<file path="src/rtl/xover_pkg.sv">
`timescale 1ns/1ps
package xover_pkg;

    localparam int LFSR_W = 32;

    typedef enum logic [2:0] {
        ST_IDLE,
        ST_MAC,
        ST_SETTLE,
        ST_QUANT,
        ST_EMIT
    } xo_state_e;

endpackage

</file>
<file path="src/rtl/xover_lfsr.sv">
`timescale 1ns/1ps
module xover_lfsr
    import xover_pkg::*;
#(
    parameter logic [LFSR_W-1:0] SEED = 32'h1
) (
    input  logic              clk,
    input  logic              rst,
    output logic [LFSR_W-1:0] state
);

    logic fb_bit;

    // polynomial x^32 + x^22 + x^2 + x + 1 (maximal length)
    assign fb_bit = state[31] ^ state[21] ^ state[1] ^ state[0];

    always_ff @(posedge clk) begin
        if (rst) begin
            state <= SEED;
        end else begin
            state <= {state[LFSR_W-2:0], fb_bit};
        end
    end

endmodule

</file>
<file path="src/rtl/xover_requant.sv">
`timescale 1ns/1ps
module xover_requant #(
    parameter int WI     = 43,
    parameter int GB     = 16,
    parameter int DW     = 24,
    parameter bit DITHER = 1'b1
) (
    input  logic signed [WI-1:0] wide_in,
    input  logic        [GB-1:0] rnd_a,
    input  logic        [GB-1:0] rnd_b,
    output logic signed [DW-1:0] narrow_out
);

    localparam int SW = WI + 2;
    localparam logic signed [SW-1:0] HALF  = {{(SW-GB){1'b0}}, 1'b1, {(GB-1){1'b0}}};
    localparam logic signed [SW-1:0] Q_MAX = {{(SW-DW+1){1'b0}}, {(DW-1){1'b1}}};
    localparam logic signed [SW-1:0] Q_MIN = {{(SW-DW+1){1'b1}}, {(DW-1){1'b0}}};

    logic signed [GB:0]   dith;
    logic signed [SW-1:0] summed;
    logic signed [SW-1:0] scaled;

    generate
        if (DITHER) begin : g_tpdf
            // difference of two uniform values: triangular, spans one output LSB each side
            assign dith = $signed({1'b0, rnd_a}) - $signed({1'b0, rnd_b});
        end else begin : g_round
            assign dith = '0;
        end
    endgenerate

    always_comb begin
        summed = {{2{wide_in[WI-1]}}, wide_in}
               + {{(SW-GB-1){dith[GB]}}, dith}
               + HALF;
        scaled = summed >>> GB;
        if (scaled > Q_MAX) begin
            narrow_out = Q_MAX[DW-1:0];
        end else if (scaled < Q_MIN) begin
            narrow_out = Q_MIN[DW-1:0];
        end else begin
            narrow_out = scaled[DW-1:0];
        end
    end

endmodule

</file>
<file path="src/rtl/xover_iir3.sv">
`timescale 1ns/1ps
module xover_iir3
    import xover_pkg::*;
#(
    parameter int DW = 24,
    parameter int GB = 16,
    parameter int HR = 2,
    parameter int CW = 24,
    parameter int CF = 20,
    parameter logic signed [CW-1:0] B0 = 24'sd45056,
    parameter logic signed [CW-1:0] B1 = 24'sd49152,
    parameter logic signed [CW-1:0] B2 = -24'sd36864,
    parameter logic signed [CW-1:0] B3 = -24'sd40960,
    parameter logic signed [CW-1:0] A1 = -24'sd2359296,
    parameter logic signed [CW-1:0] A2 = 24'sd1769472,
    parameter logic signed [CW-1:0] A3 = -24'sd442368
) (
    input  logic                     clk,
    input  logic                     rst,
    input  logic                     in_valid,
    input  logic signed [DW-1:0]     in_sample,
    output logic                     in_ready,
    input  logic                     out_ready,
    output logic                     out_valid,
    output logic                     quant_en,
    output logic signed [DW+GB+HR-1:0] lo_wide,
    output logic signed [DW+GB+HR:0]   hi_wide
);

    localparam int IW = DW + GB + HR;
    localparam int AW = IW + CW + 3;
    localparam int NT = 7;
    localparam int TW = $clog2(NT);
    localparam logic signed [AW-1:0] Y_MAX = {{(AW-IW+1){1'b0}}, {(IW-1){1'b1}}};
    localparam logic signed [AW-1:0] Y_MIN = {{(AW-IW+1){1'b1}}, {(IW-1){1'b0}}};

    xo_state_e state_q, state_d;

    logic [TW-1:0]          tap_q;
    logic signed [AW-1:0]   acc_q;
    logic signed [IW-1:0]   x_hist [4];
    logic signed [IW-1:0]   y_hist [3];
    logic signed [IW-1:0]   x_ext;
    logic signed [CW-1:0]   coef;
    logic signed [IW-1:0]   opnd;
    logic                   fbk;
    logic signed [AW-1:0]   prod;
    logic signed [AW-1:0]   shr;
    logic signed [IW-1:0]   y_new;

    assign x_ext = {{HR{in_sample[DW-1]}}, in_sample, {GB{1'b0}}};

    // state register
    always_ff @(posedge clk) begin
        if (rst) begin
            state_q <= ST_IDLE;
        end else begin
            state_q <= state_d;
        end
    end

    // transitions
    always_comb begin
        state_d = state_q;
        unique case (state_q)
            ST_IDLE:   if (in_valid) state_d = ST_MAC;
            ST_MAC:    if (tap_q == TW'(NT-1)) state_d = ST_SETTLE;
            ST_SETTLE: state_d = ST_QUANT;
            ST_QUANT:  state_d = ST_EMIT;
            ST_EMIT:   if (out_ready) state_d = ST_IDLE;
            default:   state_d = ST_IDLE;
        endcase
    end

    // state-decoded outputs
    always_comb begin
        in_ready  = 1'b0;
        out_valid = 1'b0;
        quant_en  = 1'b0;
        unique case (state_q)
            ST_IDLE:  in_ready  = 1'b1;
            ST_QUANT: quant_en  = 1'b1;
            ST_EMIT:  out_valid = 1'b1;
            default:  ;
        endcase
    end

    // tap selection: feed-forward taps first, then feedback taps
    always_comb begin
        fbk = 1'b0;
        unique case (tap_q)
            3'd0: begin coef = B0; opnd = x_hist[0]; end
            3'd1: begin coef = B1; opnd = x_hist[1]; end
            3'd2: begin coef = B2; opnd = x_hist[2]; end
            3'd3: begin coef = B3; opnd = x_hist[3]; end
            3'd4: begin coef = A1; opnd = y_hist[0]; fbk = 1'b1; end
            3'd5: begin coef = A2; opnd = y_hist[1]; fbk = 1'b1; end
            3'd6: begin coef = A3; opnd = y_hist[2]; fbk = 1'b1; end
            default: begin coef = '0; opnd = '0; end
        endcase
    end

    assign prod = {{(AW-CW){coef[CW-1]}}, coef} * {{(AW-IW){opnd[IW-1]}}, opnd};

    // scale back to internal format and clamp
    always_comb begin
        shr = acc_q >>> CF;
        if (shr > Y_MAX) begin
            y_new = Y_MAX[IW-1:0];
        end else if (shr < Y_MIN) begin
            y_new = Y_MIN[IW-1:0];
        end else begin
            y_new = shr[IW-1:0];
        end
    end

    always_ff @(posedge clk) begin
        if (rst) begin
            tap_q   <= '0;
            acc_q   <= '0;
            lo_wide <= '0;
            hi_wide <= '0;
            for (int i = 0; i < 4; i++) x_hist[i] <= '0;
            for (int i = 0; i < 3; i++) y_hist[i] <= '0;
        end else begin
            unique case (state_q)
                ST_IDLE: begin
                    if (in_valid) begin
                        x_hist[0] <= x_ext;
                        acc_q     <= '0;
                        tap_q     <= '0;
                    end
                end
                ST_MAC: begin
                    acc_q <= fbk ? (acc_q - prod) : (acc_q + prod);
                    tap_q <= tap_q + 1'b1;
                end
                ST_SETTLE: begin
                    lo_wide <= y_new;
                    hi_wide <= {x_hist[0][IW-1], x_hist[0]} - {y_new[IW-1], y_new};
                    for (int i = 3; i > 0; i--) x_hist[i] <= x_hist[i-1];
                    y_hist[2] <= y_hist[1];
                    y_hist[1] <= y_hist[0];
                    y_hist[0] <= y_new;
                end
                default: ;
            endcase
        end
    end

endmodule

</file>
<file path="src/rtl/xover3_split.sv">
`timescale 1ns/1ps
module xover3_split
    import xover_pkg::*;
#(
    parameter int DW     = 24,
    parameter int GB     = 16,
    parameter int HR     = 2,
    parameter int CW     = 24,
    parameter int CF     = 20,
    parameter bit DITHER = 1'b1,
    parameter logic signed [CW-1:0] B0 = 24'sd45056,
    parameter logic signed [CW-1:0] B1 = 24'sd49152,
    parameter logic signed [CW-1:0] B2 = -24'sd36864,
    parameter logic signed [CW-1:0] B3 = -24'sd40960,
    parameter logic signed [CW-1:0] A1 = -24'sd2359296,
    parameter logic signed [CW-1:0] A2 = 24'sd1769472,
    parameter logic signed [CW-1:0] A3 = -24'sd442368,
    parameter logic [LFSR_W-1:0] SEED_A = 32'h9E3779B9,
    parameter logic [LFSR_W-1:0] SEED_B = 32'h2545F491
) (
    input  logic                        clk,
    input  logic                        rst,
    input  logic                        in_valid,
    output logic                        in_ready,
    input  logic signed [DW-1:0]        in_sample,
    output logic                        out_valid,
    input  logic                        out_ready,
    output logic signed [DW-1:0]        out_lo,
    output logic signed [DW-1:0]        out_hi,
    output logic signed [DW+GB+HR-1:0]  lo_wide,
    output logic signed [DW+GB+HR:0]    hi_wide
);

    localparam int IW = DW + GB + HR;
    localparam int NB = 2;

    logic                 quant_en;
    logic [LFSR_W-1:0]    lfsr_a_st;
    logic [LFSR_W-1:0]    lfsr_b_st;
    logic signed [IW:0]   band_w [NB];
    logic signed [DW-1:0] band_q [NB];

    xover_iir3 #(
        .DW(DW), .GB(GB), .HR(HR), .CW(CW), .CF(CF),
        .B0(B0), .B1(B1), .B2(B2), .B3(B3),
        .A1(A1), .A2(A2), .A3(A3)
    ) u_core (
        .clk       (clk),
        .rst       (rst),
        .in_valid  (in_valid),
        .in_sample (in_sample),
        .in_ready  (in_ready),
        .out_ready (out_ready),
        .out_valid (out_valid),
        .quant_en  (quant_en),
        .lo_wide   (lo_wide),
        .hi_wide   (hi_wide)
    );

    generate
        if (DITHER) begin : g_noise
            xover_lfsr #(.SEED(SEED_A)) u_lfsr_a (.clk(clk), .rst(rst), .state(lfsr_a_st));
            xover_lfsr #(.SEED(SEED_B)) u_lfsr_b (.clk(clk), .rst(rst), .state(lfsr_b_st));
        end else begin : g_quiet
            assign lfsr_a_st = SEED_A;
            assign lfsr_b_st = SEED_B;
        end
    endgenerate

    assign band_w[0] = {lo_wide[IW-1], lo_wide};
    assign band_w[1] = hi_wide;

    for (genvar g = 0; g < NB; g++) begin : g_band
        xover_requant #(
            .WI(IW+1), .GB(GB), .DW(DW), .DITHER(DITHER)
        ) u_rq (
            .wide_in    (band_w[g]),
            .rnd_a      (lfsr_a_st[g*GB +: GB]),
            .rnd_b      (lfsr_b_st[g*GB +: GB]),
            .narrow_out (band_q[g])
        );
    end

    always_ff @(posedge clk) begin
        if (rst) begin
            out_lo <= '0;
            out_hi <= '0;
        end else if (quant_en) begin
            out_lo <= band_q[0];
            out_hi <= band_q[1];
        end
    end

endmodule

</file>
<file path="config.mk">
export PLATFORM = sky130hd
export DESIGN_NAME = xover3_split
export DESIGN_NICKNAME = d
export VERILOG_FILES = /design/src/rtl/xover_pkg.sv /design/src/rtl/xover_lfsr.sv /design/src/rtl/xover_requant.sv /design/src/rtl/xover_iir3.sv /design/src/rtl/xover3_split.sv
export SDC_FILE = /design/constraint.sdc
export NUM_CORES = 2
export LEC_CHECK = 0
export BUFFER_PORTS_ARGS = -buffer_cell sky130_fd_sc_hd__buf_2
export CAP_MARGIN = 20
export CORE_MARGIN = 1
export CORE_UTILIZATION = 25
export CTS_CLUSTER_DIAMETER = 40
export DETAILED_ROUTE_END_ITERATION = 6
export GPL_TIMING_DRIVEN = 0
export PLACE_DENSITY_LB_ADDON = 0.1
export SYNTH_ARGS = -nofsm -noshare
export SYNTH_HDL_FRONTEND = slang
export SYNTH_HIERARCHICAL = 1
export SYNTH_SLANG_ARGS = --single-unit
</file>
<file path="constraint.sdc">
create_clock -name clk -period 24.6 [get_ports clk]
set_input_delay 0 -clock clk [delete_from_list [all_inputs] [get_ports clk]]
set_output_delay 0 -clock clk [all_outputs]
set_load 0.02 [all_outputs]
</file>
==> metrics.csv <==
metric,value,unit
clock_power_share,0.264,
combinationalPowerShare,0.569,
worst_path_largest_cell_delay,810,ps
maxCapViolations,0,
drt-initial-drc-count,2159,
h-tree-depth,3,
grt_start_max_net_pins,115,
dpl.hpwl,147,mm
post_synth_and_or_nand_nor_area_fraction,0.157,
critical-path-slowest-cell,sky130_fd_sc_hd__buf_1,
synth-seq-area-share,0.248,
fp.coreArea,0.190,sq mm
synthesis.instances,5184,
die_height,440,microns
critPathCaptureType,register,
min_period_over_period,0.654,
site_rows,160,
ys.warnings.count,6,
synthAdderAreaFrac,0.312,
clkTransAtPathRegs,50,ps
yosys-mux-area-fraction,0.0119,
hold_path.startpoint,in_sample[18],
finalHoldWorstSlack,50.3,ps
critical_path.endpoint,u_core/acc_q[68]$_SDFFE_PP0P_,
final_antenna_net_count,0,
sw_frac_of_total,0.458,
cts.repair.resized,0,
global_route_wire_length_before_repair,264,mm
seqPwrFrac,0.167,
power.static_leakage,25.8,nW
vias_per_cell,4.68,
ffs_w_async_s_r_synth,0,
synth-compound-area-share,0.157,
cts.path.max_buffers,3,
r2r_slack,8520,ps
worst_clock_skew,119,ps
worstSetupStartpoint,u_core/tap_q[2]$_SDFFE_PP0P_,
cts_hold_bufs,37,
global_route.usage.total,0.184,
floorplan.initialDensity,0.252,
intPower,0.00314,W
rr_startpoint,u_core/tap_q[2]$_SDFFE_PP0P_,
floorplan.io_pins,163,
data_arrival_time_of_the_worst_path,16640,ps
drive_gt1_frac,0.0907,
first_global_vias,39300,
slew_headroom,0.0669,
timing_max_transition_violations_final,0,
numPortBuffers,162,
setup_total_negative_slack,0,ps
setup_repair_after_global_routing_missed_its_margin,false,
layout_min_cycle_time,16080,ps
tritoncts,done,
power_switching,0.00266,W
number_of_antenna_violations_at_the_first_check_in_global_routing,15,
detail_route.wl_per_cell,21.9,microns
ir_drop,0.0602,mV
vias_post_dr,38100,
ys_seq_elements,481,
die-area,0.193,sq mm
synth_xor_area_frac,0.0453,
gp_congestion,0.861,
clock_latency_late_sink,770,ps
detail_route.first_pass.iterations,6,
final_net_count,6491,
nFillCells,20300,
tightest_slew,1400,ps
worst_r2r_path_depth,46,
min_path_type,in -> reg,
syn_to_final_growth,17.8,%
synth_edf_count,222,
numCtsBuffers,107,
timing.critical_path.from_type,register,
achievable-frequency,62.2,MHz
route.detailed.drc,0,
crit_top_cell,sky130_fd_sc_hd__fa_1,
power_density,103,mW/mm^2
criticalPathCategory,reg -> reg,
synth.lib_cells_used.distinct,108,
cp_max_fo,10,
cts.root.buffer_cell,sky130_fd_sc_hd__clkbuf_16,
tritoncts_num_sinks,481,
total_wire_length_after_detailed_routing,178,mm
worst-endpoint-required,25160,ps
setup-violations-final,0,
synth_top_family_by_area,adder cells,
post_synth.cell_area_avg,9.23,sq um
die_width,440,microns
outcome,completed,
final-hold-violation-count,0,
ys.flop_type,sky130_fd_sc_hd__dfxtp_1,
postCtsSetupRepairBufs,0,
synth.cell_area,0.0479,sq mm
r2r_end,u_core/acc_q[68]$_SDFFE_PP0P_,
grt-ovfl-total,0,
[worst max-delay path, delay by kind of cell (launching register included)]
kind                       cells  cell delay (ps)
AOI/OAI and AO/OA             11             2780
adders and majority gates     10             4280
xor gates and xnor gates       2              330
DFF                            1              290
buffers and inverters         12             4060
and+or+nand+nor               11             4100
[power groups by stage]
stage	clock, W	combinational [W]	sequential (W)
2_1_floorplan	0	0.00238	0.000941
3_3_place_gp	0	0.00329	0.000992
3_5_place_dp	0	0.00326	0.000987
4_1_cts	0.00157	0.00330	0.000972
5_1_grt	0.00160	0.00369	0.000975
6_report	0.00153	0.00330	0.000971
[final cells by class]
type	instances	area, sq um	area share
repair buffers	209	1330	0.0235
multi-input cells	3898	32900	0.583
plain buffers	234	1050	0.0186
diodes	2	5.00	0.0000888
flip-flops and latches	481	11900	0.210
clock buffers	133	2900	0.0514
clock inverters	65	983	0.0174
well taps	2511	3140	0.0557
inverters	602	2270	0.0402
[cells in the mapped netlist (23+ instances only)]
cell,instances,area (sq um)
sky130_fd_sc_hd__inv_1,600,2250
sky130_fd_sc_hd__ha_1,492,6160
sky130_fd_sc_hd__nand2_1,483,1810
sky130_fd_sc_hd__fa_1,438,8770
sky130_fd_sc_hd__nor2_1,433,1630
sky130_fd_sc_hd__dfxtp_1,259,5180
sky130_fd_sc_hd__and2_1,239,1500
sky130_fd_sc_hd__a21oi_1,232,1160
sky130_fd_sc_hd__edfxtp_1,222,6670
sky130_fd_sc_hd__clkbuf_1,189,709
sky130_fd_sc_hd__o21ai_0,173,866
sky130_fd_sc_hd__a21o_1,155,1160
sky130_fd_sc_hd__xnor2_1,138,1210
sky130_fd_sc_hd__xor2_1,106,928
sky130_fd_sc_hd__nor3_1,68,340
sky130_fd_sc_hd__a22oi_1,59,443
sky130_fd_sc_hd__nor2b_1,57,357
sky130_fd_sc_hd__nand3_1,54,270
sky130_fd_sc_hd__mux2i_1,53,531
sky130_fd_sc_hd__nand4_1,42,263
sky130_fd_sc_hd__o21ai_2,41,359
sky130_fd_sc_hd__o21a_1,34,255
sky130_fd_sc_hd__a222oi_1,33,330
sky130_fd_sc_hd__and3_1,32,200
sky130_fd_sc_hd__nand2b_1,32,200
sky130_fd_sc_hd__a31oi_1,29,181
sky130_fd_sc_hd__a221oi_1,24,210
sky130_fd_sc_hd__or2_1,24,150
sky130_fd_sc_hd__o21ai_1,23,115
[flip-flops by register name, summed over array words and instances, names as in the netlist]
name / flops
u_core/hi_wide: 42
u_core/x_hist: 96
u_core/acc_q: 57
g_noise.u_lfsr_b/state: 32
out_hi: 24
u_core/lo_wide: 42
u_core/state_q: 3
g_noise.u_lfsr_a/state: 32
out_lo: 24
u_core/y_hist: 126
u_core/tap_q: 3
[cell usage in the layout (no fill, tap or decap), types with 27 or more instances in the layout]
cell and n:
sky130_fd_sc_hd__nor2b_1 57, sky130_fd_sc_hd__nor2_1 432, sky130_fd_sc_hd__edfxtp_1 222, sky130_fd_sc_hd__a222oi_1 33, sky130_fd_sc_hd__fa_1 438, sky130_fd_sc_hd__a31oi_1 27, sky130_fd_sc_hd__o21ai_2 41, sky130_fd_sc_hd__a21oi_1 231
sky130_fd_sc_hd__dfxtp_1 259, sky130_fd_sc_hd__nand2b_1 32, sky130_fd_sc_hd__clkbuf_1 204, sky130_fd_sc_hd__buf_2 176, sky130_fd_sc_hd__o21ai_0 173, sky130_fd_sc_hd__nand2_1 483, sky130_fd_sc_hd__conb_1 33, sky130_fd_sc_hd__inv_1 599
sky130_fd_sc_hd__clkbuf_16 108, sky130_fd_sc_hd__nand4_1 42, sky130_fd_sc_hd__a22oi_1 59, sky130_fd_sc_hd__ha_1 492, sky130_fd_sc_hd__nand3_1 54, sky130_fd_sc_hd__dlygate4sd3_1 37, sky130_fd_sc_hd__o21a_1 34, sky130_fd_sc_hd__and3_1 32
sky130_fd_sc_hd__a21o_1 155, sky130_fd_sc_hd__nor3_1 68, sky130_fd_sc_hd__and2_1 239, sky130_fd_sc_hd__mux2i_1 53, sky130_fd_sc_hd__xor2_1 106, sky130_fd_sc_hd__xnor2_1 138
[worst min path at each step]
| stage | cells after the start | slack [ps] | to |
|---|---|---|---|
| floorplan | 1 | 70 | g_noise.u_lfsr_a/state[29]$_SDFF_PP0_ |
| global placement | 2 | 280 | u_core/x_hist[0][17]$_SDFFCE_PN0P_ |
| detailed placement | 2 | 280 | u_core/x_hist[0][16]$_SDFFCE_PN0P_ |
| CTS | 3 | 0.4 | u_core/x_hist[0][22]$_SDFFCE_PN0P_ |
| global route | 3 | 40 | u_core/x_hist[0][34]$_SDFFCE_PN0P_ |
| finish | 3 | 50 | u_core/x_hist[0][34]$_SDFFCE_PN0P_ |
[cell families after synthesis]
logic type,Yosys count
flip-flops,481
AND/OR/NAND/NOR,1572
buffers and inverters,836
AO/OA/AOI/OAI,1061
other,2
multiplexers,56
adder cells (fa/ha/maj),930
XOR/XNOR,246
[routing by layer]
layer | share of wire | global-route usage | wire length [microns]
met3 | 0.033 | 0.0172 | 5790
met5 | 0 | 0 | 0
met4 | 0.027 | 0.0536 | 4860
met2 | 0.47 | 0.303 | 83000
met1 | 0.47 | 0.255 | 84400
[metrics by stage]
| stage | cells | setup WS [ps] | total power, W | utilization | area (sq um) |
|---|---|---|---|---|---|
| global placement | 7888 | 8410 | 0.00428 | 0.273 | 51900 |
| global route | 8134 | 7560 | 0.00627 | 0.296 | 56400 |
| finish | 8135 | 8520 | 0.00580 | 0.296 | 56400 |
| floorplan | 5215 | 12990 | 0.00332 | - | 48000 |
| detailed placement | 7898 | 8460 | 0.00425 | 0.274 | 52100 |
| CTS | 8133 | 8330 | 0.00584 | 0.296 | 56400 |
Note: power is estimated with default switching activity, not from simulation.
